[src/rtl/dbank_pkg.sv]
// Package: shared address map and sizes of the dual-bank port register file.
// Assumes: one address space of eight entries; the bank registers sit at the bottom.
package dbank_pkg;
    localparam int ADDR_W        = 3;
    localparam int REGS_PER_BANK = 3;
    localparam int NUM_BANKS     = 2;
    localparam int NUM_BANK_REGS = REGS_PER_BANK * NUM_BANKS;

    typedef enum logic [ADDR_W-1:0] {
        AD_N_LINE = 3'd0,
        AD_N_RISE = 3'd1,
        AD_N_FALL = 3'd2,
        AD_S_LINE = 3'd3,
        AD_S_RISE = 3'd4,
        AD_S_FALL = 3'd5,
        AD_PINS   = 3'd6,
        AD_VOID   = 3'd7
    } reg_addr_e;
endpackage

[src/rtl/dbank_sync.sv]
// Module: two-flop synchronizer for one asynchronous level.
// Assumes: the input is a slow level; RST_VAL is the output value held in reset.
module dbank_sync #(
    parameter logic RST_VAL = 1'b1
) (
    input  logic clk,
    input  logic rst_n,
    input  logic async_in,
    output logic sync_out
);
    logic stage1;

    // Shift the level through two flops.
    always_ff @(posedge clk) begin
        if (!rst_n) begin
            stage1   <= RST_VAL;
            sync_out <= RST_VAL;
        end else begin
            stage1   <= async_in;
            sync_out <= stage1;
        end
    end
endmodule

[src/rtl/dbank_set.sv]
// Module: one register bank made of a line register, a rise mask and a fall mask.
// Assumes: a write enable per register; clear is a synchronous return to the reset value.
module dbank_set #(
    parameter int   LINES       = 8,
    parameter logic OUT_RST_HIZ = 1'b1
) (
    input  logic                                 clk,
    input  logic                                 rst_n,
    input  logic                                 clear,
    input  logic [dbank_pkg::REGS_PER_BANK-1:0]  we,
    input  logic [LINES-1:0]                     wdata,
    output logic [LINES-1:0]                     q [dbank_pkg::REGS_PER_BANK]
);
    localparam logic [LINES-1:0] LINE_RST = {LINES{OUT_RST_HIZ}};
    localparam logic [LINES-1:0] MASK_RST = {LINES{1'b1}};

    for (genvar r = 0; r < dbank_pkg::REGS_PER_BANK; r++) begin : g_reg
        localparam logic [LINES-1:0] RST_V = (r == 0) ? LINE_RST : MASK_RST;

        // Hold one register; clear wins over a write.
        always_ff @(posedge clk) begin
            if (!rst_n || clear) begin
                q[r] <= RST_V;
            end else if (we[r]) begin
                q[r] <= wdata;
            end
        end
    end
endmodule

[src/rtl/dbank_pinlatch.sv]
// Module: snapshot register of the actual pin levels, captured on a strobe.
// Assumes: pin_level is already synchronous or stable around the strobe.
module dbank_pinlatch #(
    parameter int LINES = 8
) (
    input  logic             clk,
    input  logic             rst_n,
    input  logic             clear,
    input  logic             strobe,
    input  logic [LINES-1:0] pins,
    output logic [LINES-1:0] snap
);
    // Capture the pins on the strobe; hold them otherwise.
    always_ff @(posedge clk) begin
        if (!rst_n || clear) begin
            snap <= '0;
        end else if (strobe) begin
            snap <= pins;
        end
    end
endmodule

[src/rtl/dbank_port_regs.sv]
// Module: dual-bank port register file; the synchronized suspend_n picks the live bank.
// Assumes: the bus slave gives one-cycle wr_en, soft_rst and latch_strobe pulses.
//          Reads are combinational on reg_addr.
module dbank_port_regs #(
    parameter int   LINES       = 8,
    parameter logic OUT_RST_HIZ = 1'b1
) (
    input  logic                         clk,
    input  logic                         rst_n,
    input  logic [dbank_pkg::ADDR_W-1:0] reg_addr,
    input  logic                         wr_en,
    input  logic [LINES-1:0]             wr_data,
    output logic [LINES-1:0]             rd_data,
    input  logic                         soft_rst,
    input  logic                         latch_strobe,
    input  logic                         suspend_n,
    input  logic [LINES-1:0]             pin_level,
    output logic [LINES-1:0]             line_hiz,
    output logic [LINES-1:0]             rise_mask,
    output logic [LINES-1:0]             fall_mask
);
    import dbank_pkg::*;

    localparam int NREG = NUM_BANK_REGS;

    logic [NREG-1:0]      we_vec;
    logic [LINES-1:0]     bank_q [NREG];
    logic [LINES-1:0]     snap_q;
    logic                 sel_normal;
    logic [NREG*LINES-1:0] regs_flat;
    reg_addr_e            addr_e;

    assign addr_e = reg_addr_e'(reg_addr);

    // Decode writes; the snapshot address is steered to the normal line register.
    always_comb begin
        we_vec = '0;
        if (wr_en) begin
            if (addr_e == AD_PINS) begin
                we_vec[AD_N_LINE] = 1'b1;
            end else if (int'(reg_addr) < NREG) begin
                we_vec[reg_addr] = 1'b1;
            end
        end
    end

    for (genvar b = 0; b < NUM_BANKS; b++) begin : g_bank
        logic [LINES-1:0] set_q [REGS_PER_BANK];

        dbank_set #(.LINES(LINES), .OUT_RST_HIZ(OUT_RST_HIZ)) u_set (
            .clk   (clk),
            .rst_n (rst_n),
            .clear (soft_rst),
            .we    (we_vec[b*REGS_PER_BANK +: REGS_PER_BANK]),
            .wdata (wr_data),
            .q     (set_q)
        );

        for (genvar r = 0; r < REGS_PER_BANK; r++) begin : g_map
            assign bank_q[b*REGS_PER_BANK + r] = set_q[r];
            assign regs_flat[(b*REGS_PER_BANK + r)*LINES +: LINES] = set_q[r];
        end
    end

    dbank_pinlatch #(.LINES(LINES)) u_pins (
        .clk    (clk),
        .rst_n  (rst_n),
        .clear  (soft_rst),
        .strobe (latch_strobe),
        .pins   (pin_level),
        .snap   (snap_q)
    );

    dbank_sync #(.RST_VAL(1'b1)) u_susp (
        .clk      (clk),
        .rst_n    (rst_n),
        .async_in (suspend_n),
        .sync_out (sel_normal)
    );

    // Route the live bank to the line controls and the active masks.
    always_comb begin
        if (sel_normal) begin
            line_hiz  = bank_q[AD_N_LINE];
            rise_mask = bank_q[AD_N_RISE];
            fall_mask = bank_q[AD_N_FALL];
        end else begin
            line_hiz  = bank_q[AD_S_LINE];
            rise_mask = bank_q[AD_S_RISE];
            fall_mask = bank_q[AD_S_FALL];
        end
    end

    // Read multiplexer: bank registers, the snapshot, then zero.
    always_comb begin
        if (addr_e == AD_PINS) begin
            rd_data = snap_q;
        end else if (int'(reg_addr) < NREG) begin
            rd_data = bank_q[reg_addr];
        end else begin
            rd_data = '0;
        end
    end
endmodule

[config.mk]
export PLATFORM = sky130hd
export DESIGN_NAME = dbank_port_regs
export DESIGN_NICKNAME = d
export VERILOG_FILES = /design/src/rtl/dbank_pkg.sv /design/src/rtl/dbank_sync.sv /design/src/rtl/dbank_set.sv /design/src/rtl/dbank_pinlatch.sv /design/src/rtl/dbank_port_regs.sv
export SDC_FILE = /design/constraint.sdc
export NUM_CORES = 1
export LEC_CHECK = 0
export BUFFER_PORTS_ARGS = -buffer_cell sky130_fd_sc_hd__buf_2
export CAP_MARGIN = 15
export CELL_PAD_IN_SITES_DETAIL_PLACEMENT = 0
export CELL_PAD_IN_SITES_GLOBAL_PLACEMENT = 1
export CORE_MARGIN = 3
export CORE_UTILIZATION = 42
export CTS_CLUSTER_SIZE = 8
export DETAILED_ROUTE_END_ITERATION = 8
export MAX_ROUTING_LAYER = met4
export PLACE_DENSITY_LB_ADDON = 0.1
export SLEW_MARGIN = 20
export SYNTH_ARGS = -nofsm -noshare
export SYNTH_HDL_FRONTEND = slang
export SYNTH_SLANG_ARGS = --single-unit
[constraint.sdc]
create_clock -name clk -period 1.5 [get_ports clk]
set_input_delay 0.3 -clock clk [delete_from_list [all_inputs] [get_ports clk]]
set_output_delay 0.3 -clock clk [all_outputs]
set_load 0.02 [all_outputs]
# After elaboration in Yosys (flattened, before gate mapping)
# Cells that the tools add are included.
classes:
  bitwise_logic: 1
  magnitude_cmp: 4
  n_eq_ne: 1
  muxes: 14
  n_reduce_logical: 3
op_table:
  columns: ["operator", "count"]
  rows:
  - ["8-bit two-way mux", 7]
  - ["8-bit binary-select mux with 3-bit select", 1]
  - ["6-bit two-way mux", 2]
  - ["5-bit two-way mux", 1]
  - ["4-bit >= comparator (second input constant)", 1]
  - ["3-bit by 4-bit < comparator with 1-bit output (second input constant)", 1]
  - ["3-bit NOT with 4-bit output", 1]
  - ["1-bit demux with 3-bit select", 1]
  - ["3-bit == test (second input constant)", 1]
  - ["3-bit by 1-bit >= comparator with 1-bit output (second input constant)", 1]
  - ["3-bit < comparator (second input constant)", 1]
  - ["1-bit two-way mux", 2]
  - ["1-bit logical AND", 1]
  - ["1-bit zero test", 1]
  - ["1-bit logical OR", 1]
word_totals:
  regBits: 58
  elab_cells: 32
  out_inout_bits: 32
  inputBits: 25

# Longest topological paths before layout
# Gate-level depths: netlist of run 1.
logic_depth:
  word_depth: 7
  ltp_mapped: 5
  mapped_depth_nobuf: 3

# By module
# Synthesis of run 1 repeated with hierarchy kept, for this count alone.
unflattened:
  cells_unflattened: 286
  hier_area_um2: 3031.7
modules_own_cells:
  columns: ["mod", "cells_per_inst", "instances", "seq_area_each_um2", "area_each_um2"]
  rows:
  - ["dbank_set", 79, 2, 480.5, 912.1]
  - ["dbank_port_regs", 97, 1, 0.0, 862.1]
  - ["dbank_pinlatch", 27, 1, 160.2, 292.8]
  - ["dbank_sync", 4, 1, 40.0, 52.6]

# Worst setup path after synthesis of run 1
# No wires, ideal clock.
synth_path:
  kind: "input -> output"
  startpoint: "input reg_addr[2] (netlist bit)"
  endpoint: "output rd_data[4]"
  setup_slack_ns: -0.093
  cell_stages: 5
  t_required_ns: 1.200
  arrival_time_ns: 1.293
  path_buffers: 2
  cell_sequence: "buf_6 > buf_12 > mux2i_1 > or2_1 > a31oi_1"
synth_between:
  elab_chain_len: 6
  elab_cells_between_ends: 8
  classes_between: "1 x order compare; 1 x eq/ne; 5 x mux; 1 x bitwise"
synth_lines:
  columns: ["element", "line_no", "rtl"]
  rows:
  - ["start, declared", "dbank_port_regs.sv:10", "input logic [dbank_pkg::ADDR_W-1:0] reg_addr,"]
  - ["3-bit NOT with 4-bit output (implied by the code)", "dbank_port_regs.sv:99", "rd_data = bank_q[reg_addr];"]
  - ["8-bit binary-select mux with 3-bit select", "dbank_port_regs.sv:99", null]
  - ["8-bit two-way mux (implied by the code) (2 in series)", "dbank_port_regs.sv:99", null]
  - ["8-bit two-way mux", "dbank_port_regs.sv:98", "end else if (int'(reg_addr) < NREG) begin"]
  - ["8-bit two-way mux (*)", "dbank_port_regs.sv:96", "if (addr_e == AD_PINS) begin"]
  - ["end, declared", "dbank_port_regs.sv:13", "output logic [LINES-1:0] rd_data,"]
# Every way passes the cells marked *; elsewhere a longest branch is shown, timed or not. The select of a mux whose other input is x is not followed.

# Final worst setup path of run 1
layout_path:
  startpoint: "register u_susp.sync_out"
  endpoint: "output line_hiz[2]"
layout_between:
  elab_chain_len: 1
layout_lines:
  columns: ["element", "line_no", "rtl"]
  rows:
  - ["start, declared", "dbank_sync.sv:9", "output logic sync_out"]
  - ["start signal, assigned", "dbank_sync.sv:20", "sync_out <= stage1;"]
  - ["8-bit two-way mux", "dbank_port_regs.sv:83", "if (sel_normal) begin"]
  - ["end, declared", "dbank_port_regs.sv:18", "output logic [LINES-1:0] line_hiz,"]
# Every way passes these cells.

==> results of run 1 <==
-- cells in the final DEF (no fill, tap or decap), types with 8 or more instances in the layout --
cell type,n
buf_6,8
nand3_1,8
a22o_1,8
nor2_1,25
buf_4,39
nor3_1,16
dfxtp_2,36
buf_2,40
nand2_1,40
mux2i_1,55
mux2_2,22
a21oi_1,16
dfxtp_1,21
clkbuf_8,10
-- worst paths after layout --
| kind | start | endpoint | cells past startpoint |
|---|---|---|---|
| worst max-delay path | u_susp.sync_out | line_hiz[2] | 3 |
| worst min-delay path | suspend_n | u_susp.stage1 | 2 |
| worst max register to register | g_bank[0].u_set.q[23] | g_bank[0].u_set.q[23] | 3 |
| worst min register to register | u_susp.stage1 | u_susp.sync_out | 1 |
-- state kept, by name, indices dropped and copies added (netlist names) --
name	flops
u_susp.sync_out	1
u_pins.snap	8
u_susp.stage1	1
g_bank.u_set.q	48
-- routing by layer --
metal / routed length (um) / track usage / vias to the layer above / part of all wire
met5: 0 / - / - / 0
met4: 135 / 0.0988 / 0 / 0.016
met3: 364 / 0.0313 / 10 / 0.044
met2: 4100 / 0.360 / 74 / 0.50
met1: 3610 / 0.273 / 1170 / 0.44
li1: - / - / 1248 / -
-- cell type report --
class | instances | share of cell area
Clock buffer | 12 | 0.0364
Clock inverter | 3 | 0.0100
Multi-Input combinational cell | 223 | 0.425
Sequential cell | 58 | 0.304
Tap cell | 77 | 0.0242
Timing Repair Buffer | 97 | 0.201
-- per-stage QoR --
stage / cells / total power, mW / setup slack, ps / util / TNS (ps)
finish: 470 / 3.48 / -213 / 0.610 / -5140
global route: 470 / 3.61 / -243 / 0.610 / -6490
CTS: 468 / 3.48 / -224 / 0.590 / -5710
detailed placement: 435 / 2.05 / -262 / 0.522 / -2580
global placement: 435 / 2.05 / -255 / 0.522 / -2370
floorplan: 307 / 1.89 / 13.2 / - / 0
-- logic make-up after synthesis --
group,Yosys count
DFF,58
and+or+nand+nor,111
AOI/OAI and AO/OA,32
muxes,80
buffers and inverters,26
-- report_power, final --
group,internal (mW),total [mW],switching (mW)
clock,0.799,1.39,0.590
sequential,1.56,1.58,0.0170
combinational,0.248,0.513,0.265
total,2.61,3.48,0.872
-- worst reg2reg max path: stages (launching register included) --
cell	delay [ps]
dfxtp_2	330
buf_4	130
nor2_1	110
mux2i_1	80
-- repair_timing --
action | 4_1_cts | 5_1_grt
gates resized for setup | 54 | 24
endpoints found under the setup margin | 32 | 32
pin swaps | 12 | 5
setup buffers | 17 | 0
gates cloned | 1 | 2
hold buffers | 0 | 0
==> summary.md, run 1 <==
| Metric | Value |
|---|---|
| Total GRT Usage | 0.222 |
| Minimum clock period | 1710 ps |
| # setup viols final | 32 |
| Power Density | 874 nW/um2 |
| EDFF count, synth | 0 |
| Vert. Die Dim | 89.2 um |
| Worst VDD drop | 535 uV |
| Post-Route WL | 8210 um |
| Antenna diodes | 0 |
| Top FF cell, synth | dfxtp_1 |
| Die Wd | 89.2 um |
| Layout cells sized above 1 | 0.489 |
| Status | complete, but fails checks |
| Largest net degree at the start of global routing | 41 |
| Initial antenna violation count | 0 |
| P&R area growth vs syn | 37.2% |
| CTS Buffer Depth | 2 |
| Asr flop ratio synth | 0 |
| Crit start category | flip-flop |
| WP buf/inv | 2 |
| Vias in the first global route | 2526 |
| Starting DRT DRC Count | 161 |
| Reg2Reg Setup Slack | 730 ps |
| Clock-pin slew on the worst setup and hold paths | 60 ps |
| Vias/cell | 5.32 |
| Post-DP Area | 3410 um2 |
| WHS | 147 ps |
| Synth Cell Area | 2900 um2 |
| Post-synthesis sequential area ratio | 0.400 |
| Root Driver | clkbuf_8 |
| FF+latch area | 1210 um2 |
| Nets | 414 |
| Max-slew headroom | 0.686 |
| CP arrival | 1410 ps |
| Worst Setup End Kind | primary output |
| Multiplexer area fraction after synthesis | 0.286 |
| Multi-input gate area | 1690 um2 |
| Worst Tran Pin Value | 469 ps |
| Critical-path cell list | buf_12 > mux2_2 > buf_2 |
| Fill cell count | 554 |
| First-pass GRT wire length | 12700 um |
| Antenna-violating nets left | 0 |
| CTS tree | yes |
| Fmax | 584 MHz |
| Post-Synth Simple-Gate Area | 0.188 |
| Synth warnings | 0 |
| Ports | 57 |
| Final Instance Area | 3990 um2 |
| Rows | 29 |
| Syn Area/Cell | 9.46 um2 |
| Grt total ovfl | 0 |
| Top Family by Delay on Critical Path | flip-flops |
| Slack of the critical path | -213 ps |
| Port-buffer cells | 56 |
| Num CTS Buffers | 9 |
| Synth top area share | 0.400 |
| XOR/XNOR Fraction of Synth Area | 0 |
| HPWL Detailed | 5560 um |
| Top-count cell post-synth | dfxtp_1 |
| Clock sink total | 58 |
| RSZ-0062 raised after global routing | true |
| Area contributors post-synth | dfxtp_1 40%, mux2i_1 19%, mux2_2 9.3% |
| Worst-Skew Late Latency | 330 ps |
| Crit path largest cell delay | 400 ps |
| Synthesized Nets | 332 |
| Drt drc | 0 |
| Core footprint | 6530 um2 |
| Die ar. | 7950 um2 |
| H-tree depth | 3 |
| Failing checks | setup timing |
| Post-synth top area cell | dfxtp_1 |
| Worst setup path class | reg -> out |
| Worst Skew | 0.0542 ps |
| Crit share post-route | 1.14 |
| Most common library cells after synthesis | 58 x dfxtp_1, 56 x mux2i_1, 40 x nand2_1 |
| Hold Crit Class | in -> reg |
| Drt wl/cell | 17.5 um |
| Distinct cells, synth | 25 |
| CP max FO | 12 |
| Critical-path top delay cell | dfxtp_4 |
| Adder-cell share of the synthesized area | 0 |
| Pre-antenna DRT Iters | 4 |
| Leakage power | 1.60 nW |
| Starting Density | 0.445 |
| Fin. max-slew vios | 0 |
| Compound-Gate Fraction of Synth Area | 0.0689 |
| Detailed-route via count | 2502 |
| Yosys reg bits | 58 |
| Final Hold Fails | 0 |
| Post-Synthesis Cells | 307 |
| Largest family of logic cells by synthesized area | multiplexers |
| Maximum capacitance violations | 0 |
| Worst EP required | 1200 ps |
| GPL Wtd Cong | 0.870 |
Power figures use the tool's default switching activity.
==> inputs of run 2 (changes only) <==
--- a/config.mk
+++ b/config.mk
@@ -10,7 +10,8 @@
 export CELL_PAD_IN_SITES_DETAIL_PLACEMENT = 0
 export CELL_PAD_IN_SITES_GLOBAL_PLACEMENT = 1
 export CORE_MARGIN = 3
-export CORE_UTILIZATION = 42
+export CORE_UTILIZATION = 40
+export CTS_BUF_LIST = sky130_fd_sc_hd__clkbuf_16
 export CTS_CLUSTER_SIZE = 8
 export DETAILED_ROUTE_END_ITERATION = 8
 export MAX_ROUTING_LAYER = met4
==> run 2 against run 1 <==
Register-to-register slack hardly changed. Critical path depth stayed put. First-iteration DRC count is 30% lower. Die area is 4.7% higher. Worst setup slack better by 12 ps. Largest power group is now clock. The flow still finishes with violations (setup timing).
==> summary.md, run 2 (synthesis results as in run 1) <==
| Metric | Value |
|---|---|
| Status | complete, but fails checks |
| Failing checks | setup timing |
| Core footprint | 6910 um2 |
| First-pass GRT wire length | 13300 um |
| Drt wl/cell | 16.9 um |
| Worst-Skew Late Latency | 320 ps |
| Largest net degree at the start of global routing | 41 |
| Hold Buf Count CTS | 0 |
| Worst-case hold path end point | u_susp.stage1 |
| Slack of the critical path | -201 ps |
| Clock sink total | 58 |
| Ports | 57 |
| Fmax | 588 MHz |
| Minimum clock period | 1700 ps |
| Post-Route WL | 8280 um |
| Max-slew headroom | 0.764 |
| Vert. Die Dim | 91.2 um |
| Hold Path Cell Cnt | 2 |
| Antenna diodes | 0 |
| Maximum capacitance violations | 0 |
| Root Driver | clkbuf_16 |
| Total design power | 4.21 mW |
| CP arrival | 1400 ps |
| HPWL Detailed | 5630 um |
| Worst setup path class | reg -> out |
| Rows | 30 |
| Detailed-route via count | 2543 |
| Clock-pin slew on the worst setup and hold paths | 50 ps |
| Top Registers | g_bank.u_set.q: 48 flops, u_pins.snap: 8 flops |
| Final Hold Fails | 0 |
| Vias in the first global route | 2617 |
| Fill cell count | 664 |
| Antenna-violating nets left | 0 |
| Total GRT Usage | 0.213 |
| CP max FO | 12 |
| Worst VDD drop | 565 uV |
| CTS Buffer Depth | 2 |
| Initial antenna violation count | 0 |
| Worst Setup End Kind | primary output |
| Nets | 414 |
| Post-Layout Cell Count | 489 |
| Worst Skew | 0.00958 ps |
| H-tree depth | 3 |
| Reg2Reg Setup Slack | 740 ps |
| Die ar. | 8320 um2 |
| Starting Density | 0.420 |
| Pre-antenna DRT Iters | 4 |
| Hold Crit Class | in -> reg |
| Hold Crit Start | suspend_n |
| GPL Wtd Cong | 0.796 |
| Most flops, register | g_bank.u_set.q |
| Most frequent cells in the layout | 56 x mux2i_1, 42 x buf_4, 41 x buf_2 |
| Num CTS Buffers | 9 |
| Layout cells sized above 1 | 0.478 |
| Placed cells | 460 |
| P&R area growth vs syn | 40.1% |
| R2R depth | 3 |
| Grt total ovfl | 0 |
| # setup viols final | 32 |
| Port-buffer cells | 56 |
| Power Density | 1030 nW/um2 |
| Most common cell after layout, fill and taps aside | mux2i_1 |
| Worst r2r src | g_bank[1].u_set.q[13] |
| Drt drc | 0 |
| RSZ-0062 raised after global routing | true |
| Fin. max-slew vios | 0 |
| Reg2reg end | g_bank[1].u_set.q[13] |
| Final core occ | 0.589 |
| CTS tree | yes |
| Vias/cell | 5.20 |
| Worst EP required | 1200 ps |
| Leakage power | 1.63 nW |
| Starting DRT DRC Count | 113 |
| Die Wd | 91.2 um |
| Crit start category | flip-flop |
| Max reg flops | 48 |
| Worst Tran Pin Value | 353 ps |
| Crit share post-route | 1.13 |
## run 2: changes by cell type in the layout (fill, tap and decap cells not counted), moves of 3 or more
cell | previous run | this run
dfxtp_1 | 21 | 25
dfxtp_2 | 36 | 32
buf_4 | 39 | 42
clkbuf_8 | 10 | 0
buf_6 | 8 | 5
clkbuf_16 | 2 | 9
## run 2: critical path, stage by stage (launching register included)
cell	delay, ps
dfxtp_4	390
buf_12	160
mux2_2	360
buf_4	160
## run 2: timing repair
| action | in CTS | in global routing |
|---|---|---|
| gates resized for setup | 56 | 14 |
| buffers inserted | 12 | 0 |
| gates cloned | 2 | 0 |
| pin swaps | 6 | 2 |
| endpoints found under the setup margin | 32 | 32 |
| endpoints found under the hold margin | 0 | 0 |
## run 2: worst max-delay path by stage
stage,startpoint,to,depth (start not counted)
final,u_susp.sync_out,line_hiz[2],3
after global routing,u_susp.sync_out,fall_mask[0],3
after CTS,u_susp.sync_out,line_hiz[2],3
after detailed placement,reg_addr[1],rd_data[2],5
after global placement,reg_addr[2],rd_data[5],6
after floorplan,reg_addr[2],rd_data[0],5
## run 2: final cells by class
class / instances / area [um2] / area share
clock buffers: 9 / 225 / 0.0554
clock inverters: 6 / 83.8 / 0.0206
multi-input cells: 223 / 1680 / 0.412
flip-flops and latches: 58 / 1200 / 0.296
well taps: 96 / 120 / 0.0295
repair buffers: 97 / 759 / 0.187
## run 2: report_power, final
group / total, mW / leakage, nW / switching, mW / internal [mW]
clock: 2.12 / 0.149 / 0.691 / 1.43
sequential: 1.58 / 0.457 / 0.0177 / 1.57
combinational: 0.496 / 1.03 / 0.256 / 0.240
## run 2: routing by layer
metal  vias to the layer above  wire length (um)  share of wire  GRT usage
met2                        53              4210           0.51      0.362
met3                        10               254          0.031     0.0472
met1                      1226              3710           0.45      0.253
li1                       1254                 -              -          -
met4                         0               109          0.013     0.0578
met5                         -                 0              0          -
## run 2: through the flow
stage	setup WS [ps]	cell area, um2	hold WS (ps)	setup TNS, ps
floorplan	13.2	2950	373	0
global placement	-294	3480	393	-4350
detailed placement	-385	3480	402	-5580
CTS	-203	4030	158	-5120
global route	-236	4070	169	-6210
finish	-201	4070	163	-4670
